`src/rtl/mc_core_pkg.sv`:
```
package mc_core_pkg;
  localparam int XLEN = 32;
  localparam int NREG = 32;
  localparam int RIDX = $clog2(NREG);

  localparam logic [6:0] OPC_REG  = 7'b0110011;
  localparam logic [6:0] OPC_IMM  = 7'b0010011;
  localparam logic [6:0] OPC_LOAD = 7'b0000011;
  localparam logic [6:0] OPC_STOR = 7'b0100011;
  localparam logic [6:0] OPC_BRCH = 7'b1100011;

  typedef enum logic [2:0] {
    ST_FETCH, ST_DECODE, ST_EXEC, ST_MEM, ST_WB
  } state_e;

  typedef enum logic [3:0] {
    AO_ADD, AO_SUB, AO_AND, AO_OR, AO_XOR, AO_SLT, AO_SLL, AO_SRL, AO_SRA
  } aluop_e;

  typedef enum logic [2:0] {
    IK_NONE, IK_ALU_R, IK_ALU_I, IK_LOAD, IK_STORE, IK_BRANCH
  } ikind_e;
endpackage

```
`src/rtl/mc_alu.sv`:
```
module mc_alu
  import mc_core_pkg::*;
#(
  parameter int W = XLEN
) (
  input  aluop_e       op_i,
  input  logic [W-1:0] a_i,
  input  logic [W-1:0] b_i,
  output logic [W-1:0] y_o,
  output logic         zero_o
);
  localparam int SHW = $clog2(W);

  logic [SHW-1:0] sh;
  assign sh = b_i[SHW-1:0];

  always_comb begin
    unique case (op_i)
      AO_ADD:  y_o = a_i + b_i;
      AO_SUB:  y_o = a_i - b_i;
      AO_AND:  y_o = a_i & b_i;
      AO_OR:   y_o = a_i | b_i;
      AO_XOR:  y_o = a_i ^ b_i;
      AO_SLT:  y_o = {{(W-1){1'b0}}, ($signed(a_i) < $signed(b_i))};
      AO_SLL:  y_o = a_i << sh;
      AO_SRL:  y_o = a_i >> sh;
      AO_SRA:  y_o = W'($signed(a_i) >>> sh);
      default: y_o = '0;
    endcase
  end

  assign zero_o = (y_o == '0);
endmodule

```
`src/rtl/mc_regfile.sv`:
```
module mc_regfile
  import mc_core_pkg::*;
#(
  parameter int W = XLEN,
  parameter int N = NREG
) (
  input  logic                 clk_i,
  input  logic                 we_i,
  input  logic [$clog2(N)-1:0] waddr_i,
  input  logic [W-1:0]         wdata_i,
  input  logic [$clog2(N)-1:0] raddr_a_i,
  input  logic [$clog2(N)-1:0] raddr_b_i,
  output logic [W-1:0]         rdata_a_o,
  output logic [W-1:0]         rdata_b_o
);
  localparam int AW = $clog2(N);

  // entry 0 is not stored: it is the constant zero register
  logic [W-1:0] mem_q [1:N-1];

  for (genvar g = 1; g < N; g++) begin : g_row
    logic row_en;
    assign row_en = we_i && (waddr_i == AW'(g));
    always_ff @(posedge clk_i) begin
      if (row_en) mem_q[g] <= wdata_i;
    end
  end

  always_comb begin
    rdata_a_o = '0;
    rdata_b_o = '0;
    for (int k = 1; k < N; k++) begin
      if (raddr_a_i == AW'(k)) rdata_a_o = mem_q[k];
      if (raddr_b_i == AW'(k)) rdata_b_o = mem_q[k];
    end
  end
endmodule

```
`src/rtl/mc_immgen.sv`:
```
module mc_immgen
  import mc_core_pkg::*;
(
  input  logic [31:0] instr_i,
  input  ikind_e      kind_i,
  output logic [31:0] imm_o
);
  always_comb begin
    unique case (kind_i)
      IK_ALU_I, IK_LOAD:
        imm_o = {{20{instr_i[31]}}, instr_i[31:20]};
      IK_STORE:
        imm_o = {{20{instr_i[31]}}, instr_i[31:25], instr_i[11:7]};
      IK_BRANCH:
        imm_o = {{19{instr_i[31]}}, instr_i[31], instr_i[7],
                 instr_i[30:25], instr_i[11:8], 1'b0};
      default:
        imm_o = '0;
    endcase
  end
endmodule

```
`src/rtl/mc_ctrl.sv`:
```
module mc_ctrl
  import mc_core_pkg::*;
(
  input  logic        clk_i,
  input  logic        rst_ni,
  input  logic [31:0] instr_i,
  input  logic        zero_i,
  output state_e      state_o,
  output ikind_e      kind_o,
  output aluop_e      alu_op_o,
  output logic        use_imm_o,
  output logic        ir_en_o,
  output logic        opr_en_o,
  output logic        res_en_o,
  output logic        mdr_en_o,
  output logic        rf_we_o,
  output logic        dmem_we_o,
  output logic        pc_we_o,
  output logic        br_take_o
);
  state_e      state_q, state_d;
  logic [6:0]  opc;
  logic [2:0]  f3;
  logic        alt;

  assign opc = instr_i[6:0];
  assign f3  = instr_i[14:12];
  assign alt = instr_i[30];

  // next-state process
  always_comb begin
    unique case (state_q)
      ST_FETCH:  state_d = ST_DECODE;
      ST_DECODE: state_d = ST_EXEC;
      ST_EXEC:   state_d = ST_MEM;
      ST_MEM:    state_d = ST_WB;
      default:   state_d = ST_FETCH;
    endcase
  end

  // state register
  always_ff @(posedge clk_i or negedge rst_ni) begin
    if (!rst_ni) state_q <= ST_FETCH;
    else         state_q <= state_d;
  end

  // instruction class
  always_comb begin
    kind_o = IK_NONE;
    unique case (opc)
      OPC_REG:  if (f3 != 3'b011) kind_o = IK_ALU_R;
      OPC_IMM:  if (f3 != 3'b011) kind_o = IK_ALU_I;
      OPC_LOAD: if (f3 == 3'b010) kind_o = IK_LOAD;
      OPC_STOR: if (f3 == 3'b010) kind_o = IK_STORE;
      OPC_BRCH: if (f3 == 3'b000) kind_o = IK_BRANCH;
      default:  kind_o = IK_NONE;
    endcase
  end

  // ALU operation select
  always_comb begin
    alu_op_o = AO_ADD;
    if (kind_o == IK_BRANCH) begin
      alu_op_o = AO_SUB;
    end else if (kind_o == IK_ALU_R || kind_o == IK_ALU_I) begin
      unique case (f3)
        3'b000:  alu_op_o = (kind_o == IK_ALU_R && alt) ? AO_SUB : AO_ADD;
        3'b001:  alu_op_o = AO_SLL;
        3'b010:  alu_op_o = AO_SLT;
        3'b100:  alu_op_o = AO_XOR;
        3'b101:  alu_op_o = alt ? AO_SRA : AO_SRL;
        3'b110:  alu_op_o = AO_OR;
        3'b111:  alu_op_o = AO_AND;
        default: alu_op_o = AO_ADD;
      endcase
    end
  end

  assign use_imm_o = (kind_o == IK_ALU_I) || (kind_o == IK_LOAD) ||
                     (kind_o == IK_STORE);

  // per-state clock enables
  assign ir_en_o   = (state_q == ST_FETCH);
  assign opr_en_o  = (state_q == ST_DECODE);
  assign res_en_o  = (state_q == ST_EXEC);
  assign mdr_en_o  = (state_q == ST_MEM) && (kind_o == IK_LOAD);
  assign dmem_we_o = (state_q == ST_MEM) && (kind_o == IK_STORE);
  assign rf_we_o   = (state_q == ST_WB) &&
                     ((kind_o == IK_ALU_R) || (kind_o == IK_ALU_I) ||
                      (kind_o == IK_LOAD));
  assign pc_we_o   = ((state_q == ST_EXEC) && (kind_o == IK_BRANCH)) ||
                     ((state_q == ST_WB) && (kind_o != IK_BRANCH));
  assign br_take_o = (state_q == ST_EXEC) && (kind_o == IK_BRANCH) && zero_i;

  assign state_o = state_q;
endmodule

```
`src/rtl/mc_core.sv`:
```
module mc_core
  import mc_core_pkg::*;
(
  input  logic        clk_i,
  input  logic        rst_ni,
  output logic [31:0] imem_addr_o,
  input  logic [31:0] imem_rdata_i,
  output logic [31:0] dmem_addr_o,
  output logic [31:0] dmem_wdata_o,
  output logic        dmem_we_o,
  input  logic [31:0] dmem_rdata_i
);
  state_e            state_q;
  ikind_e            kind;
  aluop_e            alu_op;
  logic              use_imm, ir_en, opr_en, res_en, mdr_en;
  logic              rf_we, pc_we, br_take, zero;
  logic [XLEN-1:0]   pc_q, pc_d;
  logic [31:0]       ir_q;
  logic [XLEN-1:0]   rs1_q, rs2_q, imm_q, res_q, mdr_q;
  logic [XLEN-1:0]   rs1_rd, rs2_rd, imm_w, alu_b, alu_y, wb_data;

  mc_ctrl u_ctrl (
    .clk_i     (clk_i),
    .rst_ni    (rst_ni),
    .instr_i   (ir_q),
    .zero_i    (zero),
    .state_o   (state_q),
    .kind_o    (kind),
    .alu_op_o  (alu_op),
    .use_imm_o (use_imm),
    .ir_en_o   (ir_en),
    .opr_en_o  (opr_en),
    .res_en_o  (res_en),
    .mdr_en_o  (mdr_en),
    .rf_we_o   (rf_we),
    .dmem_we_o (dmem_we_o),
    .pc_we_o   (pc_we),
    .br_take_o (br_take)
  );

  // program counter and instruction register carry reset
  assign pc_d = br_take ? (pc_q + imm_q) : (pc_q + XLEN'(4));

  always_ff @(posedge clk_i or negedge rst_ni) begin
    if (!rst_ni) begin
      pc_q <= '0;
      ir_q <= '0;
    end else begin
      if (pc_we) pc_q <= pc_d;
      if (ir_en) ir_q <= imem_rdata_i;
    end
  end

  mc_regfile #(.W(XLEN), .N(NREG)) u_rf (
    .clk_i     (clk_i),
    .we_i      (rf_we),
    .waddr_i   (ir_q[7+RIDX-1:7]),
    .wdata_i   (wb_data),
    .raddr_a_i (ir_q[15+RIDX-1:15]),
    .raddr_b_i (ir_q[20+RIDX-1:20]),
    .rdata_a_o (rs1_rd),
    .rdata_b_o (rs2_rd)
  );

  mc_immgen u_imm (
    .instr_i (ir_q),
    .kind_i  (kind),
    .imm_o   (imm_w)
  );

  // datapath latches: enabled per state, no reset needed
  always_ff @(posedge clk_i) begin
    if (opr_en) begin
      rs1_q <= rs1_rd;
      rs2_q <= rs2_rd;
      imm_q <= imm_w;
    end
    if (res_en) res_q <= alu_y;
    if (mdr_en) mdr_q <= dmem_rdata_i;
  end

  assign alu_b = use_imm ? imm_q : rs2_q;

  mc_alu #(.W(XLEN)) u_alu (
    .op_i   (alu_op),
    .a_i    (rs1_q),
    .b_i    (alu_b),
    .y_o    (alu_y),
    .zero_o (zero)
  );

  assign wb_data      = (kind == IK_LOAD) ? mdr_q : res_q;
  assign imem_addr_o  = pc_q;
  assign dmem_addr_o  = res_q;
  assign dmem_wdata_o = rs2_q;
endmodule

```
`config.mk`:
```
export PLATFORM = sky130hd
export DESIGN_NAME = mc_core
export DESIGN_NICKNAME = d
export VERILOG_FILES = /design/src/rtl/mc_core_pkg.sv /design/src/rtl/mc_alu.sv /design/src/rtl/mc_regfile.sv /design/src/rtl/mc_immgen.sv /design/src/rtl/mc_ctrl.sv /design/src/rtl/mc_core.sv
export SDC_FILE = /design/constraint.sdc
export NUM_CORES = 2
export LEC_CHECK = 0
export CAP_MARGIN = 10
export CORE_MARGIN = 10
export CORE_UTILIZATION = 35
export CTS_BUF_LIST = sky130_fd_sc_hd__clkbuf_8 sky130_fd_sc_hd__clkbuf_16
export DETAILED_ROUTE_END_ITERATION = 12
export PLACE_DENSITY = 0.47
export SYNTH_ARGS = -nofsm -noshare
export SYNTH_HDL_FRONTEND = slang
export SYNTH_SLANG_ARGS = --single-unit
```
`constraint.sdc`:
```
create_clock -name clk_i -period 10.1 [get_ports clk_i]
set_clock_uncertainty 0.05 [all_clocks]
set_input_delay 2.02 -clock clk_i [delete_from_list [all_inputs] [get_ports clk_i]]
set_output_delay 2.02 -clock clk_i [all_outputs]
set_load 0.05 [all_outputs]
```
==> results_tabular.tex <==
\begin{tabular}{lr}
\hline
Metric & Value \\
\hline
\multicolumn{2}{l}{\textbf{Synth}} \\
\quad Instance count of the mapped netlist & 5626 \\
\quad Mean area per synthesized cell & 11.2 um\^{}2 \\
\quad Synth Warn \# & 0 \\
\quad Combinational family with the most area after synthesis & compound AO/OA/AOI/OAI gates \\
\quad Number of flops mapped to enable cells by yosys & 1133 \\
\quad Share of cell area taken by muxes after synthesis & 2.71\% \\
\quad Flops \& latches, synth & 1200 \\
\quad Yosys top cell by area & sky130\_fd\_sc\_hd\_\_edfxtp\_1 \\
\quad Basic-gate share of the synthesized area counting and, or, nand and nor cells & 11.5\% \\
\quad Post-synth top area share & 54.0\% \\
\quad Main flop type after synthesis & sky130\_fd\_sc\_hd\_\_edfxtp\_1 \\
\quad Parity-gate share of the synthesized area counting xor and xnor cells & 0.542\% \\
\quad Top area cells in the synthesized netlist & sky130\_fd\_sc\_hd\_\_edfxtp\_1, sky130\_fd\_sc\_hd\_\_a22oi\_1, sky130\_fd\_sc\_hd\_\_nor2\_1 \\
\quad Netlist area before placement & 63000 um\^{}2 \\
\quad Unique cell type count in the Yosys netlist & 100 \\
\quad Fraction of synthesis flops using an asynchronous set or reset pin & 5.58\% \\
\quad Post-Synthesis Net Count & 5816 \\
\quad Sequential fraction of the synthesis area & 56.6\% \\
\quad Adder and majority gate portion of the synthesized area & 2.49\% \\
\quad Fraction of the mapped netlist area in compound gates & 22.9\% \\
\multicolumn{2}{l}{\textbf{Global route}} \\
\quad Total global routing track utilization & 29.8\% \\
\quad First-pass GRT wire length & 423000 um \\
\quad Number of antenna violations at the first check in global routing & 19 \\
\quad Maximum number of pins on one net before global-route repair & 73 \\
\quad Congestion Overflow GR & 0 \\
\quad Via count of the first global-routing pass & 52394 \\
\multicolumn{2}{l}{\textbf{STA}} \\
\quad Total of endpoints with negative setup slack in the final report & 0 \\
\quad Final hold violation count & 0 \\
\quad Max-slew violations & 0 \\
\quad Maximum clock frequency & 0.112 GHz \\
\quad Worst Max-Slew Pin Slew & 1.23 ns \\
\quad Tcrit/Tclk final & 88.1\% \\
\quad Sum Neg Setup Slack & 0 ns \\
\quad RSZ-0062 raised after global routing & false \\
\quad Period minus WS final & 8.90 ns \\
\quad Worst-case headroom to the max-slew limit & 16.0\% \\
\multicolumn{2}{l}{\textbf{Floorplanning}} \\
\quad Die Height & 444 um \\
\quad Total Die Area & 197000 um\^{}2 \\
\quad Count of boundary I/O pins & 163 \\
\quad Horizontal extent of the die & 444 um \\
\quad Std-Cell Rows & 155 \\
\quad Initial core utilization & 35.2\% \\
\quad Core outline area & 179000 um\^{}2 \\
\multicolumn{2}{l}{\textbf{Place}} \\
\quad Post-Place Cell Area & 68100 um\^{}2 \\
\quad Hpwl dp & 212000 um \\
\quad Final weighted congestion of routability-driven global placement & 1.01 \\
\quad Input/output buffers & 162 \\
\multicolumn{2}{l}{\textbf{Cells and area}} \\
\quad Filler Cells Inserted & 17109 \\
\quad Fin nets & 5952 \\
\quad Layout overhead on the synthesized area & 15.5\% \\
\quad Fraction of layout cells with a size suffix above 1 & 11.2\% \\
\quad Finished layout cell area & 72800 um\^{}2 \\
\multicolumn{2}{l}{\textbf{Pwr}} \\
\quad Leakage power & 0.0243 uW \\
\quad Switching share of power & 24.5\% \\
\quad Sequential cell fraction of total power & 47.6\% \\
\quad Switching pwr & 2780 uW \\
\quad Combinational Power Share & 6.7\% \\
\quad Clk pwr share & 45.7\% \\
\quad Areal power density over the cells & 156 nW/um\^{}2 \\
\quad IR Drop Worst-Case VDD & 0.000143 V \\
\quad Internal power & 8580 uW \\
\multicolumn{2}{l}{\textbf{Run}} \\
\quad Total of max-cap violations & 0 \\
\multicolumn{2}{l}{\textbf{Critical path}} \\
\quad Sort of element at the end of the critical path & register \\
\quad Required time of the critical path & 10.72 ns \\
\quad Critical path launch point type & register \\
\quad Class of the most critical setup path & register to register \\
\quad Crit-path max FO & 72 \\
\quad Data arrival at the endpoint of the critical path & 9.52 ns \\
\multicolumn{2}{l}{\textbf{Clock network}} \\
\quad CTS tree & done \\
\quad Clock tree buffer depth & 3 \\
\quad Clock edge transition at the registers on the reported setup and hold paths & 0.06 ns \\
\quad Worst skew pair latency & 0.81 ns \\
\quad Sink Count & 1200 \\
\quad Count of hold buffers inserted by post-cts repair & 0 \\
\quad Number of clock buffers inserted by TritonCTS & 140 \\
\quad Total of cells resized after clock tree synthesis & 0 \\
\quad Maximum level of the CTS H-tree & 4 \\
\quad Clock root cell & sky130\_fd\_sc\_hd\_\_clkbuf\_16 \\
\quad \# Post-CTS Setup Buffers & 0 \\
\multicolumn{2}{l}{\textbf{Routing}} \\
\quad Final Routed Wirelength & 308000 um \\
\quad Final routed wire length divided by cell count & 37.5 um \\
\quad Antenna-violating nets left & 0 \\
\quad Iteration-0 DRC count of the detailed router & 8407 \\
\quad DRC & 0 \\
\quad Ratio of routed vias to standard cells & 6.73 \\
\quad First-pass detailed-route iteration total & 7 \\
\quad Total vias in the final route & 55388 \\
\multicolumn{2}{l}{\textbf{Hold path}} \\
\quad Class of the tightest hold or removal check & register to register \\
\multicolumn{2}{l}{\textbf{Status}} \\
\quad Outcome & finished, final reports clean \\
\hline
\end{tabular}
==> power groups by stage <==
stage	Clock, uW	Sequential [uW]	Combinational, uW
2_1_floorplan	0	5500	362
3_3_place_gp	0	5510	742
3_5_place_dp	0	5510	741
4_1_cts	5240	5400	744
5_1_grt	5460	5400	785
6_report	5190	5400	763
==> Yosys cell counts, types with 97 or more instances <==
cell                       count
sky130_fd_sc_hd__edfxtp_1   1133
sky130_fd_sc_hd__nor2_1      453
sky130_fd_sc_hd__nand2_1     444
sky130_fd_sc_hd__a21oi_1     335
sky130_fd_sc_hd__o21ai_0     318
sky130_fd_sc_hd__clkbuf_1    308
sky130_fd_sc_hd__a22oi_1     286
sky130_fd_sc_hd__nand3_1     174
sky130_fd_sc_hd__o22ai_1     172
sky130_fd_sc_hd__a211oi_1    142
sky130_fd_sc_hd__ha_1        122
sky130_fd_sc_hd__inv_1       121
sky130_fd_sc_hd__a221oi_1    101
sky130_fd_sc_hd__nor3_1       97
==> sequential cells by signal, summed over array words and instances (netlist names), 13 cells and up <==
register and cells:
mdr_q 32, imem_addr_o 32, ir_q 32, u_rf.mem_q 992, dmem_addr_o 32, imm_q 13, rs1_q 32, dmem_wdata_o 32
==> layer usage <==
layer / wire length [um] / vias to the layer above / GRT usage, % / part of all wire, %
li1: - / 22914 / - / -
met1: 122000 / 28178 / 39.1 / 40
met2: 138000 / 3551 / 46.7 / 45
met3: 29300 / 735 / 5.74 / 9.5
met4: 18600 / 10 / 15.6 / 6.0
met5: 66 / - / 0 / 0.021
==> cells in the final DEF (no fill, tap or decap), drive strengths merged, types with 28 or more instances in the layout <==
master / synthesis / routed
edfxtp: 1133 / 1133
nor2: 456 / 456
nand2: 444 / 444
a21oi: 336 / 336
o21ai: 325 / 325
a22oi: 286 / 286
buf: 79 / 220
nand3: 175 / 175
o22ai: 172 / 172
clkdlybuf4s50: 0 / 161
inv: 123 / 156
a211oi: 143 / 143
clkbuf: 308 / 142
ha: 122 / 122
a221oi: 101 / 101
nor3: 99 / 99
a222oi: 96 / 96
nand4: 91 / 91
mux2: 84 / 84
a31oi: 69 / 69
dfrtp: 67 / 67
clkinv: 3 / 66
o211ai: 65 / 65
o221ai: 61 / 61
mux2i: 57 / 57
a21o: 54 / 54
a211o: 50 / 50
nand2b: 43 / 43
nor4: 41 / 41
and3: 34 / 34
o2111ai: 30 / 30
a22o: 30 / 30
a311oi: 30 / 30
or3: 28 / 28
nor2b: 28 / 28
==> worst paths after layout <==
kind                       slack (ns)  depth (start not counted)                          end                 start
max                              1.20                         24  imem_addr_o[12]$_DFFE_PN0P_  ir_q[14]$_DFFE_PN0P_
min reg2reg                      0.45                          1         ir_q[28]$_DFFE_PN0P_  ir_q[28]$_DFFE_PN0P_
max in group asynchronous        7.84                          2         ir_q[16]$_DFFE_PN0P_                rst_ni
min                              0.45                          1         ir_q[28]$_DFFE_PN0P_  ir_q[28]$_DFFE_PN0P_
max reg2reg                      1.20                         24  imem_addr_o[12]$_DFFE_PN0P_  ir_q[14]$_DFFE_PN0P_
min in group asynchronous        1.15                          1  imem_addr_o[31]$_DFFE_PN0P_                rst_ni
==> worst max-delay path, cell delays in order, from the launching register on <==
cell and delay [ns]:
sky130_fd_sc_hd__dfrtp_1 0.77, sky130_fd_sc_hd__nand2b_1 0.30, sky130_fd_sc_hd__mux2_2 0.61, sky130_fd_sc_hd__o21ai_2 0.30, sky130_fd_sc_hd__nand2_2 0.35, sky130_fd_sc_hd__ha_1 0.28
sky130_fd_sc_hd__inv_1 0.07, sky130_fd_sc_hd__fa_1 0.40, sky130_fd_sc_hd__nor2b_1 0.26, sky130_fd_sc_hd__o2111ai_1 0.24, sky130_fd_sc_hd__nand3_1 0.18, sky130_fd_sc_hd__a21oi_1 0.08
sky130_fd_sc_hd__nor4_1 0.36, sky130_fd_sc_hd__o21ai_0 0.15, sky130_fd_sc_hd__a211oi_1 0.27, sky130_fd_sc_hd__o21ai_0 0.13, sky130_fd_sc_hd__a32o_1 0.30, sky130_fd_sc_hd__nor4_1 0.37
sky130_fd_sc_hd__or4b_1 0.56, sky130_fd_sc_hd__nor4_1 0.50, sky130_fd_sc_hd__nand4bb_1 0.65, sky130_fd_sc_hd__nor4_4 0.39, sky130_fd_sc_hd__buf_4 0.68, sky130_fd_sc_hd__mux2i_1 0.17
sky130_fd_sc_hd__a211o_1 0.30
==> area by class of cell <==
| type | count | area, um^2 | share of cell area (%) |
|---|---|---|---|
| well taps | 2355 | 2950 | 4.05 |
| inverters | 126 | 473 | 0.650 |
| multi-input cells | 3913 | 25700 | 35.4 |
| clock inverters | 115 | 1080 | 1.49 |
| diodes | 3 | 7.51 | 0.0103 |
| clock buffers | 142 | 3550 | 4.88 |
| repair buffers | 381 | 3270 | 4.49 |
| flip-flops and latches | 1200 | 35700 | 49.1 |
==> logic make-up after synthesis <==
logic type / Yosys count
fa+ha+maj: 124
mux: 149
simple gates: 1542
flops: 1200
compound gates: 2059
buf+inv: 513
xor+xnor: 39
==> stage by stage <==
step	util [%]	total power, uW	worst slack [ns]	cells	hold slack [ns]
3_5_place_dp	38.1	6250	1.45	7975	0.438
3_3_place_gp	38.1	6250	1.68	7974	0.434
2_1_floorplan	-	5860	3.04	5626	0.423
5_1_grt	40.7	11600	0.781	8232	0.460
4_1_cts	40.7	11400	1.41	8232	0.452
6_report	40.7	11400	1.20	8235	0.448
Power figures use the tool's default switching activity.
